## src/rtl/dtt_pkg.sv

```systemverilog
package dtt_pkg;

    localparam int ADDR_W   = 8;
    localparam int RATE_W   = 2;
    localparam int NUM_RATES = 1 << RATE_W;
    localparam int SRC_W    = RATE_W + 1;

    typedef enum logic [1:0] {
        MODE_LOAD = 2'd0,
        MODE_HOLD = 2'd1,
        MODE_RUN  = 2'd2,
        MODE_BAD  = 2'd3
    } mode_e;

    typedef struct packed {
        logic [SRC_W-1:0] src;
        mode_e            mode;
    } ctrl_t;

    localparam int CTRL_W = $bits(ctrl_t);

    localparam ctrl_t CTRL_RESET = '{src: '0, mode: MODE_HOLD};

    localparam int CH_STRIDE = 'h10;
    localparam logic [ADDR_W-1:0] OFF_DIV   = 8'h00;
    localparam logic [ADDR_W-1:0] OFF_CNT   = 8'h04;
    localparam logic [ADDR_W-1:0] OFF_CTRL  = 8'h08;
    localparam logic [ADDR_W-1:0] ADR_MASK  = 8'h48;
    localparam logic [ADDR_W-1:0] ADR_ACK   = 8'h4C;
    localparam logic [ADDR_W-1:0] ADR_RAW   = 8'h50;
    localparam logic [ADDR_W-1:0] ADR_MSTAT = 8'h54;

    // Address of a channel register from channel index and offset
    function automatic logic [ADDR_W-1:0] chan_addr(input int ch, input logic [ADDR_W-1:0] off);
        return ADDR_W'(ch * CH_STRIDE) + off;
    endfunction

    // Selected strobe: upper source bit set picks one of the rate strobes
    function automatic logic src_tick(input logic [SRC_W-1:0] src,
                                      input logic [NUM_RATES-1:0] ticks);
        return src[SRC_W-1] ? ticks[src[RATE_W-1:0]] : 1'b0;
    endfunction

endpackage

```

## src/rtl/dtt_channel.sv

```systemverilog
module dtt_channel
    import dtt_pkg::*;
#(
    parameter int DATA_W = 32
) (
    input  logic                 clk,
    input  logic                 rst,
    input  logic                 div_we,
    input  logic                 ctrl_we,
    input  logic [DATA_W-1:0]    wdata,
    input  logic [NUM_RATES-1:0] ticks,
    output logic [DATA_W-1:0]    div_q,
    output logic [DATA_W-1:0]    count_q,
    output ctrl_t                ctrl_q,
    output logic                 expire
);

    ctrl_t ctrl_in;
    logic  ctrl_ok;
    logic  step;

    always_comb begin
        ctrl_in = ctrl_t'(wdata[CTRL_W-1:0]);
        ctrl_ok = ctrl_we && (ctrl_in.mode != MODE_BAD);
        step    = (ctrl_q.mode == MODE_RUN) && src_tick(ctrl_q.src, ticks) && !ctrl_ok;
        expire  = step && (count_q <= DATA_W'(1));
    end

    always_ff @(posedge clk) begin
        if (rst) begin
            div_q   <= '0;
            count_q <= '0;
            ctrl_q  <= CTRL_RESET;
        end else begin
            if (div_we) begin
                div_q <= wdata;
            end
            if (ctrl_ok) begin
                ctrl_q <= ctrl_in;
                if (ctrl_in.mode == MODE_LOAD) begin
                    count_q <= div_q;
                end
            end else if (step) begin
                count_q <= expire ? div_q : count_q - DATA_W'(1);
            end
        end
    end

endmodule

```

## src/rtl/dtt_intc.sv

```systemverilog
module dtt_intc #(
    parameter int NUM_CH = 2
) (
    input  logic              clk,
    input  logic              rst,
    input  logic [NUM_CH-1:0] expire,
    input  logic              mask_we,
    input  logic              ack_we,
    input  logic [NUM_CH-1:0] wbits,
    output logic [NUM_CH-1:0] raw_q,
    output logic [NUM_CH-1:0] mask_q,
    output logic [NUM_CH-1:0] masked,
    output logic              irq
);

    logic [NUM_CH-1:0] clear_bits;

    always_comb begin
        clear_bits = ack_we ? wbits : '0;
        masked     = raw_q & mask_q;
        irq        = |masked;
    end

    always_ff @(posedge clk) begin
        if (rst) begin
            raw_q  <= '0;
            mask_q <= '0;
        end else begin
            raw_q <= (raw_q & ~clear_bits) | expire;
            if (mask_we) begin
                mask_q <= wbits;
            end
        end
    end

endmodule

```

## src/rtl/dtt_regif.sv

```systemverilog
module dtt_regif
    import dtt_pkg::*;
#(
    parameter int DATA_W = 32,
    parameter int NUM_CH = 2
) (
    input  logic [ADDR_W-1:0]             bus_addr,
    input  logic                          bus_we,
    input  logic [NUM_CH-1:0][DATA_W-1:0] ch_div,
    input  logic [NUM_CH-1:0][DATA_W-1:0] ch_count,
    input  ctrl_t [NUM_CH-1:0]            ch_ctrl,
    input  logic [NUM_CH-1:0]             raw_q,
    input  logic [NUM_CH-1:0]             mask_q,
    input  logic [NUM_CH-1:0]             masked,
    output logic [NUM_CH-1:0]             div_we,
    output logic [NUM_CH-1:0]             ctrl_we,
    output logic                          mask_we,
    output logic                          ack_we,
    output logic [DATA_W-1:0]             rdata
);

    for (genvar g = 0; g < NUM_CH; g++) begin : g_dec
        assign div_we[g]  = bus_we && (bus_addr == chan_addr(g, OFF_DIV));
        assign ctrl_we[g] = bus_we && (bus_addr == chan_addr(g, OFF_CTRL));
    end

    assign mask_we = bus_we && (bus_addr == ADR_MASK);
    assign ack_we  = bus_we && (bus_addr == ADR_ACK);

    always_comb begin
        rdata = '0;
        for (int c = 0; c < NUM_CH; c++) begin
            if (bus_addr == chan_addr(c, OFF_DIV)) begin
                rdata = ch_div[c];
            end
            if (bus_addr == chan_addr(c, OFF_CNT)) begin
                rdata = ch_count[c];
            end
            if (bus_addr == chan_addr(c, OFF_CTRL)) begin
                rdata = DATA_W'(ch_ctrl[c]);
            end
        end
        case (bus_addr)
            ADR_MASK:  rdata = DATA_W'(mask_q);
            ADR_RAW:   rdata = DATA_W'(raw_q);
            ADR_MSTAT: rdata = DATA_W'(masked);
            default: ;
        endcase
    end

endmodule

```

## src/rtl/dual_tick_timer.sv

```systemverilog
module dual_tick_timer
    import dtt_pkg::*;
#(
    parameter int DATA_W = 32,
    parameter int NUM_CH = 2
) (
    input  logic                 clk,
    input  logic                 rst,
    input  logic [ADDR_W-1:0]    bus_addr,
    input  logic                 bus_we,
    input  logic [DATA_W-1:0]    bus_wdata,
    output logic [DATA_W-1:0]    bus_rdata,
    input  logic [NUM_RATES-1:0] tick_strobe,
    output logic                 irq_out
);

    logic [NUM_CH-1:0][DATA_W-1:0] ch_div;
    logic [NUM_CH-1:0][DATA_W-1:0] ch_count;
    ctrl_t [NUM_CH-1:0]            ch_ctrl;
    logic [NUM_CH-1:0]             ch_expire;
    logic [NUM_CH-1:0]             div_we;
    logic [NUM_CH-1:0]             ctrl_we;
    logic                          mask_we;
    logic                          ack_we;
    logic [NUM_CH-1:0]             raw_q;
    logic [NUM_CH-1:0]             mask_q;
    logic [NUM_CH-1:0]             masked;

    dtt_regif #(.DATA_W(DATA_W), .NUM_CH(NUM_CH)) regif_i (
        .bus_addr (bus_addr),
        .bus_we   (bus_we),
        .ch_div   (ch_div),
        .ch_count (ch_count),
        .ch_ctrl  (ch_ctrl),
        .raw_q    (raw_q),
        .mask_q   (mask_q),
        .masked   (masked),
        .div_we   (div_we),
        .ctrl_we  (ctrl_we),
        .mask_we  (mask_we),
        .ack_we   (ack_we),
        .rdata    (bus_rdata)
    );

    for (genvar g = 0; g < NUM_CH; g++) begin : g_ch
        dtt_channel #(.DATA_W(DATA_W)) chan_i (
            .clk     (clk),
            .rst     (rst),
            .div_we  (div_we[g]),
            .ctrl_we (ctrl_we[g]),
            .wdata   (bus_wdata),
            .ticks   (tick_strobe),
            .div_q   (ch_div[g]),
            .count_q (ch_count[g]),
            .ctrl_q  (ch_ctrl[g]),
            .expire  (ch_expire[g])
        );
    end

    dtt_intc #(.NUM_CH(NUM_CH)) intc_i (
        .clk     (clk),
        .rst     (rst),
        .expire  (ch_expire),
        .mask_we (mask_we),
        .ack_we  (ack_we),
        .wbits   (bus_wdata[NUM_CH-1:0]),
        .raw_q   (raw_q),
        .mask_q  (mask_q),
        .masked  (masked),
        .irq     (irq_out)
    );

endmodule

```

## config.mk

```make
export PLATFORM = sky130hd
export DESIGN_NAME = dual_tick_timer
export DESIGN_NICKNAME = d
export VERILOG_FILES = /design/src/rtl/dtt_pkg.sv /design/src/rtl/dtt_channel.sv /design/src/rtl/dtt_intc.sv /design/src/rtl/dtt_regif.sv /design/src/rtl/dual_tick_timer.sv
export SDC_FILE = /design/constraint.sdc
export NUM_CORES = 1
export LEC_CHECK = 0
export ABC_AREA = 1
export BUFFER_PORTS_ARGS = -buffer_cell sky130_fd_sc_hd__buf_2
export CELL_PAD_IN_SITES_DETAIL_PLACEMENT = 1
export CELL_PAD_IN_SITES_GLOBAL_PLACEMENT = 2
export CORE_MARGIN = 4
export CORE_UTILIZATION = 29
export DETAILED_ROUTE_END_ITERATION = 8
export MAX_ROUTING_LAYER = met4
export PLACE_DENSITY = 0.82
export SLEW_MARGIN = 20
export SYNTH_ARGS = -nofsm -noshare
export SYNTH_HDL_FRONTEND = slang
export SYNTH_HIERARCHICAL = 1
export SYNTH_SLANG_ARGS = --single-unit
```

## constraint.sdc

```tcl
create_clock -name clk -period 2.2 [get_ports clk]
set_clock_uncertainty 0.1 [all_clocks]
set_input_delay 0.33 -clock clk [delete_from_list [all_inputs] [get_ports clk]]
set_output_delay 0.33 -clock clk [all_outputs]
set_load 0.05 [all_outputs]
```

======== Word-level counts from Yosys, hierarchy flattened ========
Index checks and enable logic that the tools add are counted.
word-level totals
  register bits ........................... 142
  input bits .............................. 47
cells by class
  $lt $le $gt $ge ......................... 4
  add/subtract/negate cells ............... 2
  equal/unequal tests ..................... 14
  reductions and logical operators ........ 23
  muxes and demuxes ....................... 22
  bitwise gates (word level) .............. 4
operators with widths
  kind                                                                                number
  32-bit 2-to-1 mux                                                                   14
  32-bit one-hot mux with 3 select lines                                              1
  32-bit by 1-bit less-or-equal comparator with 1-bit output (second input constant)  2
  32-bit by 1-bit subtractor with 32-bit output (second input constant)               2
  8-bit by 7-bit == test with 1-bit output (second input constant)                    4
  8-bit by 5-bit == test with 1-bit output (second input constant)                    3
  1-bit logical AND                                                                   14
  8-bit by 3-bit == test with 1-bit output (second input constant)                    1
  8-bit by 4-bit == test with 1-bit output (second input constant)                    1
  8-bit zero test                                                                     1
  2-bit by 3-bit less-than comparator with 1-bit output (second input constant)       2
  2-bit inequality test (second input constant)                                       3
  2-bit bitwise AND                                                                   2
  1-bit binary-select mux with 2-bit select                                           2
  2-bit == test (second input constant)                                               2
  1-bit 2-to-1 mux                                                                    4
  2-bit AND reduction                                                                 2
  2-bit nonzero test                                                                  2
  1-bit zero test                                                                     2
  2-bit zero test                                                                     1
  2-bit 2-to-1 mux                                                                    1
  2-bit NOT                                                                           1
  2-bit bitwise OR                                                                    1
  2-bit OR reduction                                                                  1

======== Longest topological paths before layout ========
Gate-level depths: netlist of the first run.
  word-level depth ........................ 9
  mapped depth ............................ 18
  mapped depth without buffers ............ 17

======== Cells and area by module ========
The synthesis of the first run kept the hierarchy.
modules (own cells, without submodules)
  module                        seq. area each (um^2)  times used  cells each  area each (um^2)
  dtt_channel (g_ch[1].chan_i)  1,381.3                1           593         3,911.3
  dtt_channel (g_ch[0].chan_i)  1,381.3                1           594         3,890.0
  dtt_regif                     0.0                    1           273         1,251.2
  dtt_intc                      80.1                   1           24          160.2

======== Least setup slack after synthesis of the first run ========
Ideal clock, no wire load.
  path kind ............................... in2reg
  start ................................... input port bus_addr[6]
  end ..................................... register g_ch[1].chan_i.count_q[27]
  library setup time ...................... 132 ps
  path slack .............................. -56 ps
  data arrival time ....................... 2,023 ps
  cell stages on the path ................. 15
  cell sequence ........................... nor2_2 > nand2_2 > nor2_1 > inv_2 > nor2_1 > nand2_4 > nand2_1 > nor2_2 > nand2_2 > nor2_8 > a21boi_4 > buf_6 > nand2_1 > nand3_1 > a21oi_1
between the ends
  cells in the longest elaborated chain, start to end .. 9
  elaborated cells between the ends (all ways) .. 12
  those cells by class .................... eq/ne (2); mux (3); reduce/logical (7)
RTL lines
  element                                       RTL line               RTL
  start, declared                               dual_tick_timer.sv:9   input logic [ADDR_W-1:0] bus_addr,
  8-bit by 5-bit == test with 1-bit output (*)  dtt_regif.sv:24        assign ctrl_we[g] = bus_we && (bus_addr == chan_addr(g, OFF_CTRL));
  1-bit logical AND (*)                         dtt_regif.sv:24
  via ctrl_we[1]                                dual_tick_timer.sv:22  logic [NUM_CH-1:0] ctrl_we;
  1-bit logical AND (*)                         dtt_channel.sv:24      ctrl_ok = ctrl_we && (ctrl_in.mode != MODE_BAD);
  1-bit zero test                               dtt_channel.sv:25      step = (ctrl_q.mode == MODE_RUN) && src_tick(ctrl_q.src, ticks) && !ctrl_ok;
  1-bit logical AND                             dtt_channel.sv:25
  1-bit logical AND                             dtt_channel.sv:26      expire = step && (count_q <= DATA_W'(1));
  32-bit 2-to-1 mux                             dtt_channel.sv:44      count_q <= expire ? div_q : count_q - DATA_W'(1);
  32-bit 2-to-1 mux                             dtt_channel.sv:43      end else if (step) begin
  32-bit 2-to-1 mux                             dtt_channel.sv:38      if (ctrl_ok) begin
  end signal, assigned                          dtt_channel.sv:41      count_q <= div_q;
  end signal, assigned                          dtt_channel.sv:44
  end, declared                                 dtt_channel.sv:13      output logic [DATA_W-1:0] count_q,
Mark *: on every way through the listed nets, which the timed path passes. The rest lies on a longest branch. The select of a mux whose other input is x is not followed.
A chain may end at the register's enable or synchronous reset.

======== Final worst setup path of the first run ========
  start ................................... input port bus_addr[7]
  end ..................................... output port bus_rdata[22]
between the ends
  cells in the longest elaborated chain, start to end .. 8
  elaborated cells between the ends (all ways) .. 16
  those cells by class .................... eq/ne (8); mux (7); reduce/logical (1)
RTL lines
  element                                     RTL line               RTL
  8-bit zero test                             dtt_regif.sv:33        if (bus_addr == chan_addr(c, OFF_DIV)) begin
  32-bit 2-to-1 mux                           dtt_regif.sv:33
  32-bit 2-to-1 mux                           dtt_regif.sv:36        if (bus_addr == chan_addr(c, OFF_CNT)) begin
  32-bit 2-to-1 mux                           dtt_regif.sv:39        if (bus_addr == chan_addr(c, OFF_CTRL)) begin
  32-bit 2-to-1 mux                           dtt_regif.sv:33
  32-bit 2-to-1 mux                           dtt_regif.sv:36
  32-bit 2-to-1 mux                           dtt_regif.sv:39
  32-bit one-hot mux with 3 select lines (*)  dtt_regif.sv:43        case (bus_addr)
  end, declared                               dual_tick_timer.sv:12  output logic [DATA_W-1:0] bus_rdata,
Every way passes the cells marked *; elsewhere a longest branch is shown, timed or not.

==> results of run 1 <==
## final cells by class
type	instances	area, um^2	share of cell area, %
well taps	396	495	4.17
clock buffers	20	447	3.76
clock inverters	12	209	1.76
multi-input cells	1122	5510	46.4
repair buffers	205	1800	15.2
inverters	153	579	4.87
flip-flops and latches	142	2840	23.9
## worst max-delay path by stage
stage               depth (start not counted)  slack (ns)                    endpoint
finish                                     10      -0.007               bus_rdata[22]
CTS                                        11       0.001                bus_rdata[3]
global route                               12       -0.06                bus_rdata[3]
detailed placement                         14       -0.22  g_ch[0].chan_i/count_q[17]
global placement                           14       -0.17   g_ch[0].chan_i/count_q[4]
floorplan                                  13      0.0002  g_ch[0].chan_i/count_q[27]
## kinds of logic (layout without fill, tap and decap cells)
kind of cell	count (synthesis)	after routing
compound gates	245	245
simple gates	853	853
buf+inv	220	390
flops	142	142
xor+xnor	20	20
fa+ha+maj	4	4
## layer usage
layer | part of all wire (%) | routed length [um] | track usage [%] | vias to the layer above
li1 | - | - | - | 5141
met1 | 48 | 19400 | 30.7 | 5263
met2 | 47 | 19000 | 37.8 | 222
met3 | 3.4 | 1390 | 2.31 | 41
met4 | 1.5 | 618 | 4.52 | 0
met5 | 0 | 0 | - | -
## stage by stage
step | power (uW) | instances | hold WS (ns) | worst slack (ns)
2_1_floorplan | 2770 | 1484 | 0.299 | 0.000204
3_3_place_gp | 2920 | 2007 | 0.362 | -0.167
3_5_place_dp | 2920 | 2007 | 0.364 | -0.216
4_1_cts | 6220 | 2041 | 0.0799 | 0.00109
5_1_grt | 6380 | 2050 | 0.109 | -0.0617
6_report | 6210 | 2050 | 0.101 | -0.00737
## cells in the final DEF (no fill, tap or decap), types with 18 or more instances in the layout
cell	synthesis	layout
o21ai_0	92	92
a21oi_1	123	120
dfxtp_1	142	142
clkbuf_16	0	21
buf_4	4	115
nand3_1	116	113
nor2_1	189	184
buf_6	11	22
o21ai_1	18	18
nand2_1	395	390
buf_2	18	44
inv_1	147	146
nand4_1	63	63
## flip-flops by register name (all words and copies together) (netlist names)
register             cells
g_ch.chan_i/div_q       64
intc_i/mask_q            2
g_ch.chan_i/count_q     64
intc_i/raw_q             2
g_ch.chan_i/ctrl_q      10
## what timing repair did
action | in CTS | in global routing
cloned | 0 | 4
setup endpoints to repair | 20 | 34
pin swaps | 2 | 16
setup buffers | 2 | 5
gates resized for setup | 18 | 80
## where the power goes
part	leakage, uW	total, uW	switching (uW)	internal [uW]
combinational	0.00386	310	201	108
clock	0.000311	3320	1260	2060
sequential	0.00114	2580	2.85	2570
total	0.00532	6210	1470	4740
## critical path: stages
cell and delay, ns:
buf_6 0.10, nor2_4 0.12, nand2_2 0.07, buf_6 0.13, nor3_4 0.19, buf_6 0.17, clkbuf_16 0.19, nand2_4 0.05
nand4_1 0.21, buf_6 0.20
==> flow_summary.json, run 1 <==
{
  "syn2layout_area_growth_pct": 29.0,
  "cts-hold-fix-buffers": 0,
  "r2r-start": "g_ch[1].chan_i/count_q[5]",
  "slew_viol_final": 0,
  "r2r_slack_ns": 0.13,
  "synthMuxAreaShare_pct": 0,
  "fin_util_pct": 38.4,
  "hold_path_class": "input port to flop",
  "synth.avg_cell_area_um2": 6.21,
  "synth.yosys.seq_area_share_pct": 30.9,
  "dieArea_mm2": 0.0347,
  "grt_pass1_wl_um": 60100,
  "reg2reg_to": "g_ch[1].chan_i/count_q[25]",
  "critical_path.startpoint": "bus_addr[7]",
  "min-delay-start": "bus_wdata[9]",
  "core_area_mm2": 0.0310,
  "worstRegToRegCells": 10,
  "syn-cell-area_mm2": 0.00921,
  "synth_cells": 1484,
  "final_nets": 1692,
  "wl_per_cell_um": 19.7,
  "max_freq_ghz": 0.453,
  "clock_latency_ns": 0.44,
  "ys_top_cells_by_area": "dfxtp_1, nand2_1, nor2_1",
  "finalWeightedCongestion": 0.941,
  "synth.most_common_cell": "nand2_1",
  "initial_core_util_pct": 29.7,
  "path_clk_slew_ns": 0.06,
  "ys_seq_elements": 142,
  "drt-total-wl_um": 40400,
  "worst_pin_slew_ns": 0.519,
  "synthXorXnorAreaFrac_pct": 1.90,
  "synthSimpleGateAreaFrac_pct": 42.6,
  "powerDensity_mw_per_mm2": 522,
  "drt_iter0_drc": 660,
  "synth_edf_count": 0,
  "worstPathArrival_ns": 1.78,
  "yosys.area.top_type": "dfxtp_1",
  "synth-compound-area-share_pct": 13.9,
  "synth_top_family_by_area": "simple AND/OR/NAND/NOR gates",
  "yosysWarnings": 6,
  "hold_viol_final": 0,
  "relSlewSlack_pct": 65.4,
  "fillers": 4021,
  "grt_util_all_layers_pct": 22.9,
  "yosysUniqueCellTypes": 33,
  "grt_max_degree": 54,
  "layout_setup_ws_ns": -0.00737,
  "firstDrtPassIters": 7,
  "cts.sink_count": 142,
  "synth.top_cell.area_share_pct": 30.9,
  "yosys_most_used_dff": "dfxtp_1",
  "drive_gt1_share_pct": 19.0,
  "maxCapViolations": 0,
  "antenna_found_initial": 0,
  "end_kind": "output port",
  "min_to": "g_ch[1].chan_i/div_q[9]",
  "placement.io_buffers": 79,
  "synthAdderAreaFrac_pct": 0.543,
  "dp_hpwl_um": 30300,
  "synth_nets": 1535,
  "dpl_cell_area_mm2": 0.0108,
  "synth_top_cells_by_count": "nand2_1, nor2_1, inv_1",
  "fin_crit_sh_pct": 100,
  "fin_area_mm2": 0.0119,
  "tritoncts": "yes",
  "min_path_cells": 3,
  "violations": "negative setup slack",
  "row_count": 64,
  "ir_drop_uv": 505,
  "ioPinCount": 80,
  "clock_path_buffers": 2,
  "die-height_um": 186,
  "setup_violations": 2,
  "diodes": 0,
  "die_w_um": 186,
  "via_per_inst": 5.20,
  "outcome": "finished, violations left",
  "worstPathRequired_ns": 1.77,
  "async_reset_ff_share_pct": 0,
  "root_buffer": "clkbuf_16",
  "cts_buffers": 17,
  "fin_crit_ns": 2.21,
  "fin_setup_tns_ns": -0.00986,
  "cp_max_fo": 8,
  "grt_setup_unrepaired": "true",
  "critPathLaunchType": "input port",
  "p_leak_uw": 0.00532,
  "path_class": "input port to output port",
  "route.detailed.drc": 0,
  "grt_pass1_vias": 10500,
  "ant_nets": 0,
  "grt_overflow": 0,
  "num_vias": 10700,
  "ctsHtreeMaxLevel": 4
}
(Power assumes the default switching activity.)
==> run 2: changes to the inputs <==
MAX_ROUTING_LAYER = unset   (was met4)
SKIP_CTS_REPAIR_TIMING = 1   (was unset)
==> flow_summary.json, run 2 (same netlist as run 1, synthesis figures left out) <==
{
  "wl_per_cell_um": 19.5,
  "diodes": 0,
  "firstDrtPassIters": 5,
  "fin_crit_ns": 2.20,
  "hold_path_class": "input port to flop",
  "die-height_um": 186,
  "tritoncts": "yes",
  "setup_violations": 0,
  "ioPinCount": 80,
  "min-delay-start": "bus_wdata[27]",
  "layout_commonest_cell": "nand2_1",
  "root_buffer": "clkbuf_16",
  "core_area_mm2": 0.0310,
  "fin_setup_tns_ns": 0,
  "initial_core_util_pct": 29.7,
  "switchingPower_uw": 1440,
  "path_class": "input port to output port",
  "grt_pass1_vias": 10400,
  "combPwrFrac_pct": 5.3,
  "end_kind": "output port",
  "relSlewSlack_pct": 57.3,
  "hold_viol_final": 0,
  "swShare_pct": 25.1,
  "fillers": 4051,
  "critical_path.startpoint": "bus_addr[3]",
  "ir_drop_uv": 468,
  "num_vias": 10500,
  "final_nets": 1687,
  "route.detailed.drc": 0,
  "holdWs_ns": 0.105,
  "cp_max_fo": 9,
  "placement.io_buffers": 79,
  "grt_max_degree": 54,
  "finalWeightedCongestion": 0.958,
  "worstPathArrival_ns": 1.77,
  "grt_setup_unrepaired": "true",
  "worstPathRequired_ns": 1.77,
  "dp_hpwl_um": 29900,
  "p_clk_share_pct": 49.9,
  "seqPwrFrac_pct": 44.8,
  "antenna_found_initial": 0,
  "row_count": 64,
  "cts_buffers": 17,
  "maxCapViolations": 0,
  "slew_viol_final": 0,
  "min_to": "g_ch[0].chan_i/div_q[27]",
  "ctsHtreeMaxLevel": 4,
  "drt_iter0_drc": 683,
  "layout.cells.most_common_list": "nand2_1, nor2_1, inv_1, dfxtp_1, a21oi_1",
  "reg2reg_to": "g_ch[1].chan_i/count_q[17]",
  "min_path_cells": 3,
  "dieArea_mm2": 0.0347,
  "critPathLaunchType": "input port",
  "via_per_inst": 5.14,
  "clock_path_buffers": 2,
  "p_leak_uw": 0.00518,
  "path_clk_slew_ns": 0.07,
  "r2r-start": "g_ch[1].chan_i/count_q[12]",
  "die_w_um": 186,
  "drt-total-wl_um": 39800,
  "top_regs": "g_ch.chan_i/count_q: 64 flops, g_ch.chan_i/div_q: 64 flops, g_ch.chan_i/ctrl_q: 10 flops",
  "worstRegToRegCells": 11,
  "grt_util_all_layers_pct": 22.1,
  "power.total_uw": 5750,
  "outcome": "complete, no violations",
  "r2r_slack_ns": 0.13,
  "drive_gt1_share_pct": 19.1,
  "worst_pin_slew_ns": 0.641,
  "grt_pass1_wl_um": 59800,
  "fin_crit_sh_pct": 99.9,
  "cts.sink_count": 142,
  "p_int_uw": 4300,
  "grt_overflow": 0,
  "syn2layout_area_growth_pct": 27.1,
  "clock_latency_ns": 0.43,
  "max_freq_ghz": 0.455,
  "powerDensity_mw_per_mm2": 491,
  "ant_nets": 0
}
## run 2: cell types whose count changed in the layout (fill, tap and decap cells not counted), moves of 2 or more
cell | previous run | this run
buf_6 | 22 | 16
clkinv_2 | 0 | 2
nand2_1 | 390 | 385
nand2_4 | 14 | 11
nand2_2 | 17 | 25
bufinv_16 | 5 | 1
clkinvlp_4 | 2 | 4
## run 2: worst max path at each step
stage	cells past startpoint	end	slack [ns]
6_report	11	bus_rdata[4]	0.003
5_1_grt	11	bus_rdata[4]	-0.08
4_1_cts	11	bus_rdata[3]	-0.20
3_5_place_dp	16	g_ch[1].chan_i/count_q[3]	-0.26
3_3_place_gp	16	g_ch[1].chan_i/count_q[0]	-0.19
2_1_floorplan	13	g_ch[0].chan_i/count_q[27]	0.0002
## run 2: critical path: stages
cell	delay (ns)
buf_2	0.11
buf_4	0.14
nor2_2	0.12
nand2_2	0.11
nor2_4	0.14
buf_12	0.15
nor2_1	0.09
nand3_1	0.12
nand2_1	0.11
a21oi_2	0.17
buf_6	0.18
## run 2: power groups by stage
| stage | registers [uW] | logic, uW | clock network, uW |
|---|---|---|---|
| 6_report | 2580 | 303 | 2870 |
| 4_1_cts | 2580 | 285 | 2910 |
| 3_3_place_gp | 2630 | 280 | 0 |
| 3_5_place_dp | 2630 | 284 | 0 |
| 5_1_grt | 2580 | 329 | 3040 |
| 2_1_floorplan | 2630 | 133 | 0 |
## run 2: through the flow
stage               utilization, %  instance area [um^2]  setup WS (ns)  instances
floorplan                        -                  9220       0.000204       1484
global placement              34.7                 10800         -0.193       2002
detailed placement            34.7                 10800         -0.262       2002
CTS                           36.6                 11300         -0.199       2034
global route                  37.8                 11700        -0.0754       2045
finish                        37.8                 11700        0.00313       2045
## run 2: area by class of cell
| type | instances | area (um^2) | area share [%] |
|---|---|---|---|
| Clock inverter | 12 | 114 | 0.973 |
| Sequential cell | 142 | 2840 | 24.3 |
| Timing Repair Buffer | 200 | 1720 | 14.7 |
| Tap cell | 396 | 495 | 4.23 |
| Inverter | 153 | 579 | 4.95 |
| Clock buffer | 20 | 457 | 3.90 |
| Multi-Input combinational cell | 1122 | 5500 | 47.0 |
## run 2: layer usage
layer	routed length, um	vias up	part of all wire (%)	global-route usage [%]
li1	-	5110	-	-
met1	19100	5130	48	30.5
met2	18400	238	46	36.9
met3	1530	42	3.8	3.03
met4	767	0	1.9	5.16
met5	0	-	0	0
